--- src/rtl/gpio_bank_pkg.sv ---
`timescale 1ns/1ps
// Package: register address map and shared constants for the GPIO bank.
// Assumes a 4-bit word address space; unused addresses read as zero.
package gpio_bank_pkg;
    typedef enum logic [3:0] {
        A_OUT_VAL  = 4'd0,
        A_OUT_EN   = 4'd1,
        A_IN_EN    = 4'd2,
        A_INVERT   = 4'd3,
        A_FILT_EN  = 4'd4,
        A_EVT_EN   = 4'd5,
        A_CNT_EN   = 4'd6,
        A_FALL_SEL = 4'd7,
        A_RISE_STS = 4'd8,
        A_FALL_STS = 4'd9,
        A_LEVEL    = 4'd10,
        A_FILT_AMT = 4'd11
    } gpio_addr_e;

    localparam int NUM_CTRL = 8;
endpackage

--- src/rtl/gpio_setclr_reg.sv ---
`timescale 1ns/1ps
// Module: one per-pin control register updated by an atomic set/clear word.
// Assumes set and clear masks are already split from the write word;
// clear wins over set on the same bit.
module gpio_setclr_reg #(
    parameter int W = 16
) (
    input  logic         clk,
    input  logic         rst_n,
    input  logic         wr_stb,
    input  logic [W-1:0] set_bits,
    input  logic [W-1:0] clr_bits,
    output logic [W-1:0] q
);
    // Apply set then clear on a strobe, hold otherwise.
    always_ff @(posedge clk) begin
        if (!rst_n)
            q <= '0;
        else if (wr_stb)
            q <= (q | set_bits) & ~clr_bits;
    end

    // any bit named in the clear half is zero after the write.
    p_clear_wins_r2: assert property (@(posedge clk) disable iff (!rst_n)
        wr_stb |=> ((q & $past(clr_bits)) == '0));

    // bits named in neither half keep their value.
    p_untouched_hold_r1: assert property (@(posedge clk) disable iff (!rst_n)
        wr_stb |=> ((q & ~$past(set_bits | clr_bits)) ==
                    ($past(q) & ~$past(set_bits | clr_bits))));
endmodule

--- src/rtl/gpio_pin_filter.sv ---
`timescale 1ns/1ps
// Module: per-pin input path: two-flop synchronizer, receiver gate,
// invert and a counting glitch filter.
// Assumes amt is static while a level is being qualified; amt == 0 or
// filt_en == 0 passes the inverted level straight through.
module gpio_pin_filter #(
    parameter int AMT_W = 8
) (
    input  logic             clk,
    input  logic             rst_n,
    input  logic             raw,
    input  logic             in_en,
    input  logic             inv,
    input  logic             filt_en,
    input  logic [AMT_W-1:0] amt,
    output logic             level,
    output logic             sensed
);
    logic             s1, s2;
    logic             inv_lvl, bypass, held;
    logic [AMT_W-1:0] cnt;
    logic [1:0]       since_rst;

    // Two-flop synchronizer for the asynchronous pad input.
    always_ff @(posedge clk) begin
        if (!rst_n) begin
            s1 <= 1'b0;
            s2 <= 1'b0;
        end else begin
            s1 <= raw;
            s2 <= s1;
        end
    end

    assign level   = s2 & in_en;
    assign inv_lvl = level ^ inv;
    assign bypass  = !filt_en || (amt == '0);

    // Glitch filter: accept a new level after it has differed for amt cycles.
    always_ff @(posedge clk) begin
        if (!rst_n) begin
            held <= 1'b0;
            cnt  <= '0;
        end else if (bypass) begin
            held <= inv_lvl;
            cnt  <= '0;
        end else if (inv_lvl == held) begin
            cnt <= '0;
        end else if (cnt == amt - AMT_W'(1)) begin
            held <= inv_lvl;
            cnt  <= '0;
        end else begin
            cnt <= cnt + AMT_W'(1);
        end
    end

    assign sensed = bypass ? inv_lvl : held;

    // Count edges since reset so the latency check starts only on valid history.
    always_ff @(posedge clk) begin
        if (!rst_n)
            since_rst <= 2'd0;
        else if (since_rst != 2'd2)
            since_rst <= since_rst + 2'd1;
    end

    // the synchronized level is the pad value from two edges earlier.
    p_sync_delay_r5: assert property (@(posedge clk) disable iff (!rst_n)
        (since_rst == 2'd2) |-> (s2 == $past(raw, 2)));

    // the filtered level only ever moves to the level seen a cycle before.
    p_filt_follows_r11: assert property (@(posedge clk) disable iff (!rst_n)
        (since_rst == 2'd2 && held != $past(held)) |-> (held == $past(inv_lvl)));
endmodule

--- src/rtl/gpio_edge_status.sv ---
`timescale 1ns/1ps
// Module: edge detection, rise/fall status with write-one-to-clear,
// and the merged interrupt.
// Assumes sensed levels are synchronous; a new edge beats a clear.
module gpio_edge_status #(
    parameter int W = 16
) (
    input  logic         clk,
    input  logic         rst_n,
    input  logic [W-1:0] sensed,
    input  logic [W-1:0] evt_en,
    input  logic [W-1:0] fall_sel,
    input  logic         clr_rise_stb,
    input  logic         clr_fall_stb,
    input  logic [W-1:0] clr_mask,
    output logic [W-1:0] rise_sts,
    output logic [W-1:0] fall_sts,
    output logic         irq
);
    logic [W-1:0] prev, set_rise, set_fall, rise_clr, fall_clr;

    assign set_rise = sensed & ~prev & evt_en & ~fall_sel;
    assign set_fall = ~sensed & prev & evt_en & fall_sel;
    assign rise_clr = clr_rise_stb ? clr_mask : '0;
    assign fall_clr = clr_fall_stb ? clr_mask : '0;

    // Remember last sensed level for edge detection.
    always_ff @(posedge clk) begin
        if (!rst_n)
            prev <= '0;
        else
            prev <= sensed;
    end

    // Status update: clear requested bits, then record new edges.
    always_ff @(posedge clk) begin
        if (!rst_n) begin
            rise_sts <= '0;
            fall_sts <= '0;
        end else begin
            rise_sts <= (rise_sts & ~rise_clr) | set_rise;
            fall_sts <= (fall_sts & ~fall_clr) | set_fall;
        end
    end

    assign irq = |(evt_en & (rise_sts | fall_sts));

    // a status bit never rises for a pin whose events were disabled.
    p_no_evt_disabled_r8: assert property (@(posedge clk) disable iff (!rst_n)
        1'b1 |=> (((rise_sts | fall_sts) & ~$past(rise_sts | fall_sts) & ~$past(evt_en)) == '0));

    // a written 1 clears the bit unless an edge arrived that cycle.
    p_w1c_clears_r9: assert property (@(posedge clk) disable iff (!rst_n)
        clr_rise_stb |=> ((rise_sts & $past(clr_mask) & ~$past(set_rise)) == '0));

    // an edge in the clearing cycle survives.
    p_edge_beats_clear_r9: assert property (@(posedge clk) disable iff (!rst_n)
        clr_fall_stb |=> ((fall_sts & $past(set_fall)) == $past(set_fall)));

    // the interrupt needs a pending status bit.
    p_irq_has_source_r10: assert property (@(posedge clk) disable iff (!rst_n)
        irq |-> ((rise_sts | fall_sts) != '0));
endmodule

--- src/rtl/gpio_atomic_bank.sv ---
`timescale 1ns/1ps
// Module: top of the GPIO bank: write decode, control registers,
// per-pin input paths, edge status and read mux.
// Assumes single-cycle writes and a combinational read port.
module gpio_atomic_bank
    import gpio_bank_pkg::*;
#(
    parameter int NPIN  = 16,
    parameter int AMT_W = 8
) (
    input  logic                clk,
    input  logic                rst_n,
    input  logic                wr_en,
    input  logic [3:0]          wr_addr,
    input  logic [2*NPIN-1:0]   wr_data,
    input  logic [3:0]          rd_addr,
    output logic [2*NPIN-1:0]   rd_data,
    input  logic [NPIN-1:0]     pin_in,
    output logic [NPIN-1:0]     pin_out,
    output logic [NPIN-1:0]     pin_oe,
    output logic                irq
);
    localparam int WORD_W = 2 * NPIN;

    logic [NUM_CTRL-1:0][NPIN-1:0] ctrl_q;
    logic [NPIN-1:0]  set_half, clr_half;
    logic [NPIN-1:0]  level_bus, sensed_bus, rise_sts, fall_sts;
    logic [AMT_W-1:0] filt_amt;
    logic             clr_rise_stb, clr_fall_stb;

    assign set_half = wr_data[NPIN-1:0];
    assign clr_half = wr_data[WORD_W-1:NPIN];

    // One atomic set/clear register per control function.
    for (genvar k = 0; k < NUM_CTRL; k++) begin : g_ctrl
        gpio_setclr_reg #(.W(NPIN)) u_reg (
            .clk      (clk),
            .rst_n    (rst_n),
            .wr_stb   (wr_en && (wr_addr == 4'(k))),
            .set_bits (set_half),
            .clr_bits (clr_half),
            .q        (ctrl_q[k])
        );
    end

    // Filter amount is a plain (non-atomic) register.
    always_ff @(posedge clk) begin
        if (!rst_n)
            filt_amt <= '0;
        else if (wr_en && wr_addr == A_FILT_AMT)
            filt_amt <= wr_data[AMT_W-1:0];
    end

    assign clr_rise_stb = wr_en && (wr_addr == A_RISE_STS);
    assign clr_fall_stb = wr_en && (wr_addr == A_FALL_STS);

    // Per-pin synchronizer, gate, invert and filter.
    for (genvar p = 0; p < NPIN; p++) begin : g_pin
        gpio_pin_filter #(.AMT_W(AMT_W)) u_in (
            .clk     (clk),
            .rst_n   (rst_n),
            .raw     (pin_in[p]),
            .in_en   (ctrl_q[A_IN_EN][p]),
            .inv     (ctrl_q[A_INVERT][p]),
            .filt_en (ctrl_q[A_FILT_EN][p]),
            .amt     (filt_amt),
            .level   (level_bus[p]),
            .sensed  (sensed_bus[p])
        );
    end

    gpio_edge_status #(.W(NPIN)) u_sts (
        .clk          (clk),
        .rst_n        (rst_n),
        .sensed       (sensed_bus),
        .evt_en       (ctrl_q[A_EVT_EN]),
        .fall_sel     (ctrl_q[A_FALL_SEL]),
        .clr_rise_stb (clr_rise_stb),
        .clr_fall_stb (clr_fall_stb),
        .clr_mask     (set_half),
        .rise_sts     (rise_sts),
        .fall_sts     (fall_sts),
        .irq          (irq)
    );

    assign pin_out = ctrl_q[A_OUT_VAL];
    assign pin_oe  = ctrl_q[A_OUT_EN];

    // Read mux: 16-bit values zero-extended to the word.
    always_comb begin
        rd_data = '0;
        if (rd_addr < 4'(NUM_CTRL))
            rd_data[NPIN-1:0] = ctrl_q[rd_addr[2:0]];
        else if (rd_addr == A_RISE_STS)
            rd_data[NPIN-1:0] = rise_sts;
        else if (rd_addr == A_FALL_STS)
            rd_data[NPIN-1:0] = fall_sts;
        else if (rd_addr == A_LEVEL)
            rd_data[NPIN-1:0] = level_bus;
        else if (rd_addr == A_FILT_AMT)
            rd_data[AMT_W-1:0] = filt_amt;
    end

    // the upper half of every read is zero.
    p_read_high_zero_r3: assert property (@(posedge clk) disable iff (!rst_n)
        1'b1 |-> (rd_data[WORD_W-1:NPIN] == '0));

    // a pin with its receiver off never reads high in readback.
    p_rx_off_low_r4: assert property (@(posedge clk) disable iff (!rst_n)
        1'b1 |-> ((level_bus & ~ctrl_q[A_IN_EN]) == '0));
endmodule

--- config.mk ---
export PLATFORM = sky130hd
export DESIGN_NAME = gpio_atomic_bank
export DESIGN_NICKNAME = d
export VERILOG_FILES = /design/src/rtl/gpio_bank_pkg.sv /design/src/rtl/gpio_setclr_reg.sv /design/src/rtl/gpio_pin_filter.sv /design/src/rtl/gpio_edge_status.sv /design/src/rtl/gpio_atomic_bank.sv
export SDC_FILE = /design/constraint.sdc
export NUM_CORES = 1
export LEC_CHECK = 0
export CORE_AREA = 2 2 256 258
export CTS_CLUSTER_SIZE = 40
export DETAILED_ROUTE_END_ITERATION = 12
export DIE_AREA = 0 0 258 260
export GPL_TIMING_DRIVEN = 1
export SETUP_SLACK_MARGIN = 0.2
export SYNTH_ARGS = -nofsm -noshare
export SYNTH_HDL_FRONTEND = slang
export SYNTH_SLANG_ARGS = --single-unit
--- constraint.sdc ---
create_clock -name clk -period 4.38 [get_ports clk]
set_input_delay 1.314 -clock clk [delete_from_list [all_inputs] [get_ports clk]]
set_output_delay 1.314 -clock clk [all_outputs]
set_load 0.01 [all_outputs]
==> results of run 1 <==
-- stage by stage --
stage          setup WS, ns  total power [uW]
2_1_floorplan         0.214              3690
3_3_place_gp         -0.520              3830
3_5_place_dp         -0.511              3840
4_1_cts               0.219              7110
5_1_grt               0.167              7280
6_report              0.275              7040
-- layer usage --
layer / wire length [um] / track usage (%) / vias to the layer above
li1: - / - / 7545
met1: 23500 / 20.2 / 7626
met2: 25400 / 27.1 / 491
met3: 2740 / 1.65 / 101
met4: 1450 / 4.90 / 0
met5: 0 / 0 / -
-- power breakdown --
part	switching (uW)	total, uW	internal, uW
sequential	27.1	3330	3310
clock	1380	3260	1880
combinational	263	442	179
-- cell usage after synthesis (all sizes together) (17+ instances only) --
| library cell | count | share of area [%] |
|---|---|---|
| dfxtp | 360 | 38 |
| nor2 | 200 | 3.9 |
| a21oi | 173 | 4.5 |
| nand2 | 172 | 3.4 |
| a211oi | 137 | 5.5 |
| xor2 | 133 | 6.1 |
| clkbuf | 128 | 2.5 |
| xnor2 | 115 | 5.3 |
| buf | 106 | 3.3 |
| o21ai | 76 | 2.1 |
| nand3 | 71 | 1.9 |
| nand4 | 43 | 1.5 |
| mux2i | 40 | 2.1 |
| and2 | 32 | 1.1 |
| and3 | 32 | 1.1 |
| mux4 | 32 | 3.8 |
| inv | 26 | 0.51 |
| nor3 | 25 | 0.68 |
| a221oi | 18 | 0.83 |
| ha | 18 | 1.2 |
| mux2 | 18 | 1.1 |
| o31ai | 17 | 0.77 |
-- logic make-up (layout without fill, tap and decap cells) --
group | Yosys count | in the layout | share of synthesized area (%)
and+or+nand+nor | 635 | 635 | 16.0
other | 1 | 16 | 0.0197
xor gates and xnor gates | 262 | 262 | 13.0
adders and majority gates | 18 | 18 | 1.18
buffers and inverters | 260 | 259 | 6.38
muxes | 90 | 90 | 6.94
AOI/OAI and AO/OA | 518 | 518 | 18.7
DFF | 360 | 360 | 37.8
-- critical path, stage by stage --
cell and delay (ns):
buf_2 0.23, buf_4 0.22, mux4_2 0.52, mux2i_2 0.17, o21ai_2 0.09, clkdlybuf4s15_2 0.24
-- path summary, 6_finish.rpt --
check	from	slack, ns	endpoint
setup / recovery	rd_addr[1]	0.28	rd_data[13]
hold / removal	g_pin[7].u_in.s1	0.43	g_pin[7].u_in.s2
setup reg to reg	filt_amt[0]	0.83	g_pin[7].u_in.cnt[6]
hold reg to reg	g_pin[7].u_in.s1	0.43	g_pin[7].u_in.s2
-- cell type report --
type / instances / area share (%)
Clock buffer: 52 / 4.99
Clock inverter: 17 / 0.758
Inverter: 26 / 0.468
Multi-Input combinational cell: 1539 / 49.3
Sequential cell: 360 / 32.9
Tap cell: 855 / 4.88
Timing Repair Buffer: 164 / 6.78
-- sequential cells by signal, summed over array words and instances (netlist names) --
name / count
filt_amt: 8
g_ctrl.u_reg.q: 128
g_pin.u_in.cnt: 128
g_pin.u_in.held: 16
g_pin.u_in.s1: 16
g_pin.u_in.s2: 16
u_sts.fall_sts: 16
u_sts.prev: 16
u_sts.rise_sts: 16
-- timing repair --
item,in CTS,in global routing
gates resized for setup,86,12
setup endpoints to repair,16,14
buffers inserted,2,0
==> impl_metrics.json, run 1 <==
{
  "die_h_um": 260,
  "hold_buffers": 0,
  "drtPass1Iterations": 5,
  "wl_per_cell_um": 17.6,
  "cts_made_buffers": 38,
  "cp.required_ns": 3.07,
  "grt_pass1_wl_um": 85500,
  "skew_ns": 0.0201,
  "worst_ep_arrival_time_ns": 2.79,
  "multi_input_area_mm2": 0.0108,
  "synthCells": 2144,
  "maxCapViolations": 0,
  "reg2reg_depth": 8,
  "postLayoutCoreUtil_pct": 34.2,
  "fin_hold_ws_ns": 0.432,
  "seq_area_mm2": 0.00721,
  "grt_use_total_pct": 15.6,
  "routabilityCongestion": 0.878,
  "hold_class": "reg -> reg",
  "clk_latency_ns": 0.55,
  "seq_area_frac_synth_pct": 37.8,
  "crit_type": "in -> out",
  "drive_gt1_share_pct": 12.5,
  "cts_root_buf": "clkbuf_16",
  "setup_tns_ns": 0,
  "dp_cells": 2942,
  "final_max_slew_viol_count": 0,
  "start_util_pct": 29.7,
  "yosys_warnings": 0,
  "fillers": 6442,
  "ir_drop_mv": 0.267,
  "start_kind": "input pin",
  "fin_area_mm2": 0.0219,
  "synth-edff-count": 0,
  "ios": 124,
  "core_area_mm2": 0.0641,
  "die_x_um": 258,
  "avgSynthCellArea_um2": 8.89,
  "port_buffers": 107,
  "endpoint_kind": "primary output",
  "cp_max_fo": 6,
  "grt_setup_unrepaired": "true",
  "grt_overflow": 0,
  "drt_iter0_drc": 1107,
  "cts_sinks": 360,
  "cts_tree": "done",
  "final_common_cell": "dfxtp_1",
  "netlist_area_mm2": 0.0191,
  "antenna_found_initial": 0,
  "drt.antenna.violating_nets": 0,
  "synth-seq-cells": 360,
  "via_per_inst": 5.23,
  "synth_cell_types": 67,
  "fmax_ghz": 0.244,
  "slew_headroom_pct": 35.0,
  "rows": 93,
  "holdPathStages": 1,
  "cts_buffer_depth": 3,
  "period_needed_ns": 4.10,
  "clk_pin_slew_worst_paths_ns": 0.06,
  "dp_hpwl_um": 36800,
  "yosys_most_used_dff": "dfxtp_1",
  "grt_pass1_vias": 15600,
  "period_share_pct": 93.7,
  "worst_slew_pin_slew_ns": 0.974,
  "post-route-drc-count": 0,
  "most-common-layout-cells": "dfxtp_1 (358), nor2_1 (198), a21oi_1 (173), nand2_1 (172), a211oi_1 (134)",
  "setup_violations": 0,
  "antenna_cells": 0,
  "die-area_mm2": 0.0671,
  "dpl_cell_area_mm2": 0.0207,
  "stdcell_count": 3013,
  "synthArstFlopShare_pct": 0,
  "routed_wl_um": 53000,
  "area_growth_pct": 15.1,
  "fin_nets": 2206,
  "p_leak_uw": 0.00749,
  "vias": 15800,
  "hold_violations": 0,
  "p_per_area_mw_per_mm2": 321,
  "grt_max_degree": 194,
  "cts_max_level": 2,
  "status": "finished, final reports clean"
}
Note: power is estimated with default switching activity, not from simulation.
==> run 2: changes to the inputs <==
CELL_PAD_IN_SITES_DETAIL_PLACEMENT = 1   (was not set)
CELL_PAD_IN_SITES_GLOBAL_PLACEMENT = 2   (was not set)
HOLD_SLACK_MARGIN = 0.03   (was not set)
PLACE_DENSITY_LB_ADDON = 0.1   (was not set)
==> run 2 against run 1 <==
Clock power grew 15%. Clock-buffer cell count up 18. Via count is 0.48% higher. Final cell count is 0.86% higher. Critical path depth increased by 2. Sequential share of layout area down 0.65 points. Maximum frequency about the same. Combinational power increased by 6.6%. Die area unchanged. Critical endpoint is now rd_data[5].
==> impl_metrics.json, run 2 (synthesis results as in run 1) <==
{
  "hold_violations": 0,
  "post-route-drc-count": 0,
  "drive_gt1_share_pct": 13.6,
  "fin_hold_ws_ns": 0.429,
  "wl_per_cell_um": 20.9,
  "grt_overflow": 0,
  "die_h_um": 260,
  "area_growth_pct": 17.5,
  "fmax_ghz": 0.243,
  "grt_max_degree": 82,
  "drt_iter0_drc": 830,
  "port_buffers": 107,
  "worst_slew_pin_slew_ns": 1.05,
  "antenna_cells": 0,
  "crit_type": "in -> out",
  "endpoint_kind": "primary output",
  "start_kind": "input pin",
  "cts_buffer_depth": 3,
  "clk_pin_slew_worst_paths_ns": 0.06,
  "slew_headroom_pct": 29.9,
  "cts_tree": "done",
  "final_max_slew_viol_count": 0,
  "via_per_inst": 5.21,
  "grt_pass1_wl_um": 98800,
  "status": "finished, final reports clean",
  "p_per_area_mw_per_mm2": 337,
  "period_share_pct": 93.8,
  "skew_ns": 0.0276,
  "cts_max_level": 2,
  "core_area_mm2": 0.0641,
  "hold_class": "reg -> reg",
  "worst_ep_arrival_time_ns": 2.79,
  "die_x_um": 258,
  "final_common_cell": "dfxtp_1",
  "vias": 15800,
  "maxCapViolations": 0,
  "cts_sinks": 360,
  "grt_setup_unrepaired": "false",
  "clk_latency_ns": 0.59,
  "ios": 124,
  "cp_max_fo": 6,
  "reg_top3": "g_ctrl.u_reg.q: 128 flops, g_pin.u_in.cnt: 128 flops",
  "routed_wl_um": 63500,
  "cp.required_ns": 3.07,
  "setup_tns_ns": 0,
  "antenna_found_initial": 1,
  "drt.antenna.violating_nets": 0,
  "period_needed_ns": 4.11,
  "most-common-layout-cells": "dfxtp_1 (357), nor2_1 (198), a21oi_1 (173), nand2_1 (171), a211oi_1 (134)",
  "ir_drop_mv": 0.253,
  "fin_nets": 2228,
  "cts_made_buffers": 46,
  "start_util_pct": 29.7,
  "p_leak_uw": 0.00772,
  "routabilityCongestion": 0.822,
  "rows": 93,
  "grt_use_total_pct": 18.8,
  "die-area_mm2": 0.0671,
  "fin_total_pwr_uw": 7550,
  "grt_pass1_vias": 15900,
  "drtPass1Iterations": 5,
  "fillers": 7232,
  "setup_violations": 0,
  "dp_hpwl_um": 44700,
  "cts_root_buf": "clkbuf_16"
}
## run 2: cell types whose count changed in the layout (fill, tap and decap cells not counted), sizes merged
cell and delta:
clkdlybuf4s15 +4, clkinvlp -2, clkdlybuf4s50 -1, clkbuf +16
bufinv -2, clkinv -2, dlygate4sd2 +1, buf +12
## run 2: worst max-delay path: stages
cell	delay [ns]
clkdlybuf4s15_1	0.20
nor2b_1	0.14
buf_4	0.15
nor3b_4	0.15
buf_4	0.16
a221oi_2	0.28
o21ai_2	0.13
clkdlybuf4s15_1	0.25
## run 2: path summary, 6_finish.rpt
kind               startpoint                    to  slack [ns]  cells past startpoint
max reg2reg       filt_amt[0]  g_pin[5].u_in.cnt[5]        0.90                      8
max                rd_addr[3]            rd_data[5]        0.27                      8
min          g_pin[3].u_in.s1      g_pin[3].u_in.s2        0.43                      1
min reg2reg  g_pin[3].u_in.s1      g_pin[3].u_in.s2        0.43                      1
## run 2: metal layers
layer / up-vias / part of all wire, % / global-route usage, %
li1: 7600 / - / -
met5: - / 0 / 0
met2: 240 / 44 / 29.5
met1: 7915 / 51 / 27.1
met3: 83 / 2.8 / 2.05
met4: 0 / 2.2 / 5.11
## run 2: through the flow
stage | instance area, um2 | utilization [%] | worst slack, ns | cells
floorplan | 19100 | - | 0.214 | 2159
global placement | 20800 | 32.4 | -0.494 | 2952
detailed placement | 20800 | 32.4 | -0.481 | 2952
CTS | 22300 | 34.7 | 0.131 | 3033
global route | 22400 | 34.9 | 0.202 | 3039
finish | 22400 | 34.9 | 0.273 | 3039
## run 2: area by class of cell
type / count / area [um2] / share of cell area, %
repair buffers: 178 / 1650 / 7.35
well taps: 855 / 1070 / 4.78
clock buffers: 70 / 1400 / 6.27
clock inverters: 11 / 77.6 / 0.347
inverters: 26 / 103 / 0.458
flip-flops and latches: 360 / 7210 / 32.2
multi-input cells: 1539 / 10900 / 48.6
## run 2: what timing repair did
| action | 4_1_cts | 5_1_grt |
|---|---|---|
| buffers inserted | 0 | 5 |
| setup endpoints to repair | 16 | 16 |
| resized for setup | 85 | 14 |
| hold endpoints to repair | 0 | 0 |
| hold buffers | 0 | 0 |
| pin swaps | 1 | 1 |
| cloned | 0 | 1 |
## run 2: power by group
group	internal (uW)	total, uW	switching (uW)
clock network	2200	3740	1540
registers	3310	3340	29.1
logic	189	471	282
total	5690	7550	1860
